==> src/rtl/adc_cc_pkg.sv <==
package adc_cc_pkg;
  localparam int CH_W  = 4;
  localparam int DIO_W = 4;
  localparam int BUS_W = 8;
  localparam int ADR_W = 2;

  localparam logic [ADR_W-1:0] ADDR_SCAN = 2'd0;
  localparam logic [ADR_W-1:0] ADDR_DIO  = 2'd1;
  localparam logic [ADR_W-1:0] ADDR_STAT = 2'd2;

  // Next channel in a scan: back to the first channel after the last,
  // otherwise a modulo 2**CH_W increment.
  function automatic logic [CH_W-1:0] next_chan(input logic [CH_W-1:0] cur,
                                                input logic [CH_W-1:0] first,
                                                input logic [CH_W-1:0] last);
    if (cur == last) return first;
    return cur + CH_W'(1);
  endfunction

  // Status byte assembly.
  function automatic logic [BUS_W-1:0] pack_status(input logic [CH_W-1:0] chan,
                                                   input logic flag,
                                                   input logic single_ended,
                                                   input logic unipolar,
                                                   input logic busy);
    return {busy, unipolar, single_ended, flag, chan};
  endfunction
endpackage

==> src/rtl/scan_ctrl.sv <==
module scan_ctrl
  import adc_cc_pkg::*;
#(
  parameter int W = CH_W
) (
  input  logic           clk,
  input  logic           rst_n,
  input  logic           load,
  input  logic [2*W-1:0] range_in,
  input  logic           step,
  output logic [W-1:0]   chan,
  output logic [W-1:0]   first_chan,
  output logic [W-1:0]   last_chan,
  output logic           fifo_clr
);
  always_ff @(posedge clk) begin
    if (!rst_n) begin
      first_chan <= '0;
      last_chan  <= '0;
      chan       <= '0;
      fifo_clr   <= 1'b0;
    end else begin
      fifo_clr <= load;
      if (load) begin
        first_chan <= range_in[W-1:0];
        last_chan  <= range_in[2*W-1:W];
        chan       <= range_in[W-1:0];
      end else if (step) begin
        chan <= next_chan(chan, first_chan, last_chan);
      end
    end
  end
endmodule

==> src/rtl/trig_sync.sv <==
module trig_sync #(
  parameter int W      = 4,
  parameter int STAGES = 2
) (
  input  logic         clk,
  input  logic         rst_n,
  input  logic [W-1:0] pins_async,
  output logic [W-1:0] pins_sync,
  output logic         rise0
);
  localparam int LAST = STAGES - 1;

  logic [W-1:0] stg [STAGES];
  logic         prev0;

  always_ff @(posedge clk) begin
    if (!rst_n) stg[0] <= '0;
    else        stg[0] <= pins_async;
  end

  for (genvar i = 1; i < STAGES; i++) begin : g_stage
    always_ff @(posedge clk) begin
      if (!rst_n) stg[i] <= '0;
      else        stg[i] <= stg[i-1];
    end
  end

  always_ff @(posedge clk) begin
    if (!rst_n) prev0 <= 1'b0;
    else        prev0 <= stg[LAST][0];
  end

  assign pins_sync = stg[LAST];
  assign rise0     = stg[LAST][0] & ~prev0;
endmodule

==> src/rtl/conv_gate.sv <==
module conv_gate (
  input  logic clk,
  input  logic rst_n,
  input  logic arm,
  input  logic trig_level,
  input  logic pacer_tick,
  output logic conv_enable
);
  logic first_pending;

  assign conv_enable = pacer_tick & ~(first_pending & ~trig_level);

  always_ff @(posedge clk) begin
    if (!rst_n)           first_pending <= 1'b1;
    else if (arm)         first_pending <= 1'b1;
    else if (conv_enable) first_pending <= 1'b0;
  end
endmodule

==> src/rtl/dio_port.sv <==
module dio_port #(
  parameter int W = 4
) (
  input  logic         clk,
  input  logic         rst_n,
  input  logic         we,
  input  logic [W-1:0] wdata,
  output logic [W-1:0] dout
);
  always_ff @(posedge clk) begin
    if (!rst_n)  dout <= '0;
    else if (we) dout <= wdata;
  end
endmodule

==> src/rtl/adc_chan_ctrl.sv <==
module adc_chan_ctrl
  import adc_cc_pkg::*;
(
  input  logic             clk,
  input  logic             rst_n,
  input  logic [ADR_W-1:0] bus_addr,
  input  logic             bus_rd,
  input  logic             bus_wr,
  input  logic [BUS_W-1:0] bus_wdata,
  output logic [BUS_W-1:0] bus_rdata,
  input  logic [DIO_W-1:0] din_pins,
  output logic [DIO_W-1:0] dout_pins,
  input  logic             conv_done,
  input  logic             conv_busy,
  input  logic             cfg_single_ended,
  input  logic             cfg_unipolar,
  input  logic             pacer_tick,
  output logic [CH_W-1:0]  chan_sel,
  output logic             fifo_clr,
  output logic             conv_enable
);
  // Named decode events, also observed by the checker.
  logic scan_we, dio_we, stat_we;
  assign scan_we = bus_wr && (bus_addr == ADDR_SCAN);
  assign dio_we  = bus_wr && (bus_addr == ADDR_DIO);
  assign stat_we = bus_wr && (bus_addr == ADDR_STAT);

  logic [CH_W-1:0]  start_chan, end_chan;
  logic [DIO_W-1:0] din_sync;
  logic             trig_rise;
  logic             trig_flag;

  scan_ctrl #(.W(CH_W)) u_scan (
    .clk       (clk),
    .rst_n     (rst_n),
    .load      (scan_we),
    .range_in  (bus_wdata[2*CH_W-1:0]),
    .step      (conv_done),
    .chan      (chan_sel),
    .first_chan(start_chan),
    .last_chan (end_chan),
    .fifo_clr  (fifo_clr)
  );

  trig_sync #(.W(DIO_W), .STAGES(2)) u_sync (
    .clk       (clk),
    .rst_n     (rst_n),
    .pins_async(din_pins),
    .pins_sync (din_sync),
    .rise0     (trig_rise)
  );

  conv_gate u_gate (
    .clk        (clk),
    .rst_n      (rst_n),
    .arm        (scan_we),
    .trig_level (din_sync[0]),
    .pacer_tick (pacer_tick),
    .conv_enable(conv_enable)
  );

  dio_port #(.W(DIO_W)) u_dio (
    .clk  (clk),
    .rst_n(rst_n),
    .we   (dio_we),
    .wdata(bus_wdata[DIO_W-1:0]),
    .dout (dout_pins)
  );

  // Sticky trigger flag: the host's clear takes precedence over a new edge.
  always_ff @(posedge clk) begin
    if (!rst_n)         trig_flag <= 1'b0;
    else if (stat_we)   trig_flag <= 1'b0;
    else if (trig_rise) trig_flag <= 1'b1;
  end

  always_comb begin
    bus_rdata = '0;
    if (bus_rd) begin
      unique case (bus_addr)
        ADDR_DIO:  bus_rdata = BUS_W'(din_sync);
        ADDR_STAT: bus_rdata = pack_status(chan_sel, trig_flag, cfg_single_ended,
                                           cfg_unipolar, conv_busy);
        default:   bus_rdata = '0;
      endcase
    end
  end
endmodule

==> config.mk <==
export PLATFORM = sky130hd
export DESIGN_NAME = adc_chan_ctrl
export DESIGN_NICKNAME = d
export VERILOG_FILES = /design/src/rtl/adc_cc_pkg.sv /design/src/rtl/scan_ctrl.sv /design/src/rtl/trig_sync.sv /design/src/rtl/conv_gate.sv /design/src/rtl/dio_port.sv /design/src/rtl/adc_chan_ctrl.sv
export SDC_FILE = /design/constraint.sdc
export NUM_CORES = 1
export LEC_CHECK = 0
export ABC_AREA = 0
export BUFFER_PORTS_ARGS = -buffer_cell sky130_fd_sc_hd__buf_2
export CORE_UTILIZATION = 44
export DETAILED_ROUTE_END_ITERATION = 16
export HOLD_SLACK_MARGIN = 0.12
export PLACE_DENSITY = 0.72
export SLEW_MARGIN = 10
export SYNTH_ARGS = -nofsm -noshare
export SYNTH_HDL_FRONTEND = slang
export SYNTH_SLANG_ARGS = --single-unit
==> constraint.sdc <==
create_clock -name clk -period 3.3 [get_ports clk]
set_clock_uncertainty 0.05 [all_clocks]
set_input_delay 0 -clock clk [delete_from_list [all_inputs] [get_ports clk]]
set_output_delay 0 -clock clk [all_outputs]
set_load 0.03 [all_outputs]
After elaboration in Yosys (flattened, before gate mapping)
Memories as Yosys holds them, arrays and structs flattened.
Index checks and enable logic that the tools add are counted.
{ "totals": {"in_bits": 23, "n_memories": 1, "ff_bits": 20, "ramBits": 8} }
{ "classes": {"bitwise_logic": 9, "add_sub_neg": 1, "n_reduce_logical": 7, "eq_ne": 3, "muxes": 14} }
{ "memory_table": {"columns": ["name", "depth", "word_bits", "read_ports", "rd_ports_with_merged_regs", "write_ports", "line", "source"], "rows": [
  ["u_sync.stg", 2, 4, 2, 0, 2, "trig_sync.sv:13", "logic [W-1:0] stg [STAGES];"]
]} }
{ "ops": {"columns": ["op", "n"], "rows": [
  ["$mux W4", 6],
  ["$pmux W8 S2", 1],
  ["$mux W8", 1],
  ["$mux W1", 6],
  ["$add A4 B1 Y4 const B", 1],
  ["$eq A4 B4 Y1", 1],
  ["$not A1 Y1", 4],
  ["$reduce_or A2 Y1", 2],
  ["$and A1 B1 Y1", 3],
  ["$logic_and A1 B1 Y1", 3],
  ["$eq A2 B1 Y1 const B", 1],
  ["$eq A2 B2 Y1 const B", 1],
  ["$logic_not A2 Y1", 1],
  ["$or A1 B1 Y1", 2],
  ["$reduce_bool A2 Y1", 1]
]} }

Depth between registers and ports, before layout
{ "depth": {"depth_word": 8, "mapped_depth": 7, "ltp_nobuf": 6} }

By module
From an unflattened synthesis, not the netlist that was laid out.
{ "unflattened": {"cells_unflattened": 123, "hier_area_um2": 1260.0} }
{ "by_module_without_submodules": {"columns": ["mod", "cells_per_inst", "instances", "area_per_inst_um2"], "rows": [
  ["scan_ctrl", 61, 1, 640.6],
  ["trig_sync", 19, 1, 242.7],
  ["adc_chan_ctrl", 24, 1, 172.7],
  ["dio_port", 13, 1, 156.4],
  ["conv_gate", 6, 1, 47.5]
]} }

Worst setup path before layout
Ideal clock, no wire load.
{ "synth_path": {"path_kind": "reg2reg", "startpoint": "memory u_sync.stg[1][0]", "endpoint": "register u_gate.first_pending", "synth_period_minus_slack_ns": 1.485, "stages_incl_launch_ff": 4, "required_time_ns": 3.089, "arrival_ns": 1.273, "setup_slack_ns": 1.815, "cell_sequence": "dfxtp_1 -> inv_1 -> a21boi_0 -> o211ai_1"} }
{ "synth_lines": {"columns": ["element", "line", "source"], "rows": [
  ["from (decl)", "trig_sync.sv:13", null],
  ["to (signal assigned)", "conv_gate.sv:14", "if (!rst_n) first_pending <= 1'b1;"],
  ["to (signal assigned)", "conv_gate.sv:15", "else if (arm) first_pending <= 1'b1;"],
  ["to (signal assigned)", "conv_gate.sv:16", "else if (conv_enable) first_pending <= 1'b0;"],
  ["to (decl)", "conv_gate.sv:9", "logic first_pending;"]
]} }

Final worst setup path
{ "layout_path": {"startpoint": "input bus_wr", "endpoint": "register u_dio.dout[0]"} }
{ "layout_via": {"elab_chain_cells": 1} }
{ "layout_rtl": {"columns": ["element", "line", "source"], "rows": [
  ["from (decl)", "adc_chan_ctrl.sv:8", "input logic bus_wr,"],
  ["$logic_and A1 B1 Y1", "adc_chan_ctrl.sv:25", "assign dio_we = bus_wr && (bus_addr == ADDR_DIO);"],
  ["to (signal assigned)", "dio_port.sv:12", "else if (we) dout <= wdata;"],
  ["to (decl)", "dio_port.sv:8", "output logic [W-1:0] dout"]
]} }
Every way passes these cells.
A chain may end at the register's enable or synchronous reset.

==> results by group <==
Status
  – Status: finished clean

Floorplan
  – Core ar.: 2520 um^2
  – Die area: 2910 um^2
  – Initial Util: 47.0%
  – Std cell rows: 18
  – Die Height: 53.9 um
  – Horiz. Die Dim: 53.9 um
  – I/O pin count: 41

Drt
  – Final WL: 2.90 mm
  – Number of routed nets with antenna violations: 0
  – WL/cell: 12.6 um
  – Drt first pass iters: 4
  – Vias per cell: 4.99
  – First DRT Iteration DRCs: 13
  – Met3 WL: 96 um
  – Routed length on met2: 1.54 mm
  – Residual DRC: 0
  – Top Layer Used: met4
  – M1 wire length: 1.22 mm
  – Via count: 1,143

Global routing
  – Vias in the first global route: 1,073
  – First-pass GRT wire length: 4.51 mm
  – Largest net degree at the start of global routing: 20
  – Antenna violations before repair: 0
  – GRT Util Overall: 22.0%
  – Total grt overflow: 0

Setup path
  – Startpoint types: primary input
  – Critical R2R Capture: u_scan.chan[1]$_SDFFE_PN0P_
  – CP Max Fanout: 8
  – CP startpoint: bus_wr
  – Critical path class: primary input to flip-flop
  – FF-to-FF path depth: 4
  – CP endpoint: u_dio.dout[0]$_SDFFE_PN0P_
  – Worst setup EP type: flip-flop
  – Required time of the critical path: 3530 ps
  – CP arrival: 2130 ps
  – R2r setup slk: 1930 ps
  – Reg-to-Reg Start: u_scan.chan[2]$_SDFFE_PN0P_

STA
  – Setup violations, final: 0
  – Final Max Slew Viols: 0
  – Peak Freq: 527 MHz
  – Final WS setup: 1400 ps
  – Sum of negative setup slack: 0 ps
  – RSZ-0062 raised after global routing: no
  – Final Cycle Share: 57.5%
  – Final number of hold-violating endpoints: 0
  – Slew Limit Headroom: 66.0%
  – Crit path time final: 1900 ps
  – Worst slew pin tran: 507 ps

Place
  – Count of input and output buffers: 40
  – Placer Congestion: 0.842
  – Post-Place Setup Slack: 1930 ps
  – Placed cell count: 197
  – HPWL Detailed: 1.92 mm

Synthesis
  – Synth cell types: 24
  – Yosys warns: 0
  – Post-synthesis sequential area ratio: 47.3%
  – Post-Syn Area: 1190 um^2
  – Post-synthesis register bit count: 28
  – Mapped Cells: 134
  – Post-synth net total: 161
  – Post-Syn Area per Cell: 8.85 um^2

Power and ir drop
  – Pwr dens: 419 nW/um^2
  – Leakage: 0.775 nW
  – Worst vdd ir: 0.465 mV
  – Tot Pwr: 0.718 mW

Min path
  – Hold crit path type: primary input to flip-flop

CTS
  – TritonCTS clock tree: built
  – Skew-Pair Late Insertion Delay: 330 ps
  – Buffer levels on the longest clock path: 2
  – Reg clk slew, reported paths: 150 ps
  – Htree depth: 1
  – Total CTS buffers: 3
  – Post-CTS Setup Bufs: 0
  – TritonCTS sink count: 28
  – CTS root buf: clkbuf_4

Cells and area
  – Most frequent cells in the layout: 40 x buf_2, 28 x dlygate4sd3_1, 28 x dfxtp_1
  – Most common cell after layout, fill and taps aside: buf_2
  – Area Growth Syn to Fin: 44.5%
  – Fillers: 209
  – Final cell count without fillers: 229
  – Share of cells above drive strength 1: 23.6%
  – Antenna fix cells: 0
  – Final Util: 68.0%
  – Nets: 227

Flow run
  – Max_cap viols: 0
-- cell usage after synthesis --
| master | count | area, um^2 |
|---|---|---|
| dfxtp_1 | 28 | 561 |
| nand2_1 | 23 | 86.3 |
| a21oi_1 | 13 | 65.1 |
| and2_1 | 8 | 50.1 |
| inv_1 | 6 | 22.5 |
| nand3_1 | 6 | 30.0 |
| nor2_1 | 6 | 22.5 |
| a21boi_0 | 5 | 37.5 |
| xnor2_1 | 5 | 43.8 |
| a22oi_1 | 4 | 30.0 |
| and3_1 | 4 | 25.0 |
| clkbuf_1 | 4 | 15.0 |
| ha_1 | 4 | 50.1 |
| mux2i_1 | 4 | 40.0 |
| o22ai_1 | 4 | 25.0 |
| buf_6 | 2 | 22.5 |
| a211oi_1 | 1 | 7.51 |
| and2_4 | 1 | 8.76 |
| buf_2 | 1 | 5.00 |
| clkinv_1 | 1 | 3.75 |
| nand4_2 | 1 | 12.5 |
| nor2_2 | 1 | 6.26 |
| o211ai_1 | 1 | 7.51 |
| xor2_1 | 1 | 8.76 |
-- layout make-up --
cell class	count	area (um^2)	share of cell area (%)
Multi-Input combinational cell	92	557	32.5
Clock buffer	3	22.5	1.31
Tap cell	30	37.5	2.19
Sequential cell	28	561	32.7
Inverter	7	26.3	1.53
Clock inverter	1	30.0	1.75
Timing Repair Buffer	68	480	28.0
-- sequential cells by signal (all words and copies together), names as in the netlist --
register / cells
trig_flag: 1
u_dio.dout: 4
u_gate.first_pending: 1
u_scan.chan: 4
u_scan.fifo_clr: 1
u_scan.first_chan: 4
u_scan.last_chan: 4
u_sync.prev0: 1
u_sync.stg: 8
-- stage by stage --
stage | hold WS, ps | cell area (um^2)
global placement | 155 | 1380
finish | 174 | 1710
floorplan | 77.3 | 1190
detailed placement | 159 | 1380
global route | 194 | 1710
CTS | 166 | 1710
-- routing by layer --
| metal | up-vias | global-route usage, % |
|---|---|---|
| met1 | 537 | 24.1 |
| met2 | 26 | 40.1 |
| met5 | - | 0 |
| met4 | 0 | 6.14 |
| li1 | 576 | - |
| met3 | 4 | 6.78 |
-- how the worst min path moves through the flow --
stage / start / to / slack, ps / cells after the start
global placement: din_pins[2] / u_sync.stg[0][2]$_SDFF_PN0_ / 160 / 2
finish: bus_addr[1] / trig_flag$_SDFFE_PP0P_ / 170 / 3
global route: bus_addr[1] / trig_flag$_SDFFE_PP0P_ / 190 / 3
detailed placement: din_pins[0] / u_sync.stg[0][0]$_SDFF_PN0_ / 160 / 2
floorplan: din_pins[0] / u_sync.stg[0][0]$_SDFF_PN0_ / 80 / 1
CTS: bus_addr[1] / trig_flag$_SDFFE_PP0P_ / 170 / 3
-- what timing repair did --
| action | CTS | global route |
|---|---|---|
| gates resized for setup | 0 | 0 |
| endpoints found under the hold margin | 26 | 0 |
| hold buffers | 28 | 0 |
| setup endpoints to repair | 0 | 0 |
-- logic make-up (layout without fill, tap and decap cells) --
family	count (synthesis)	in the layout	share of synthesized area [%]
buffers and inverters	14	79	5.80
adder cells (fa/ha/maj)	4	4	4.22
flip-flops	28	28	47.3
XOR/XNOR	6	6	4.43
AO/OA/AOI/OAI	28	28	14.6
multiplexers	4	4	3.38
AND/OR/NAND/NOR	50	50	20.4
-- critical path, stage by stage --
cell and delay [ps]:
dlygate4sd3_1 510, buf_2 180, nand3_1 90, dlygate4sd3_1 570, a21oi_1 150, dlygate4sd3_1 620
-- power breakdown --
group	total (mW)	switching [mW]	leakage, nW	internal [mW]
clock	0.226	0.103	0.0279	0.123
combinational	0.127	0.0650	0.518	0.0620
sequential	0.365	0.0120	0.229	0.353
No activity file was read; power rests on OpenSTA's default activity.
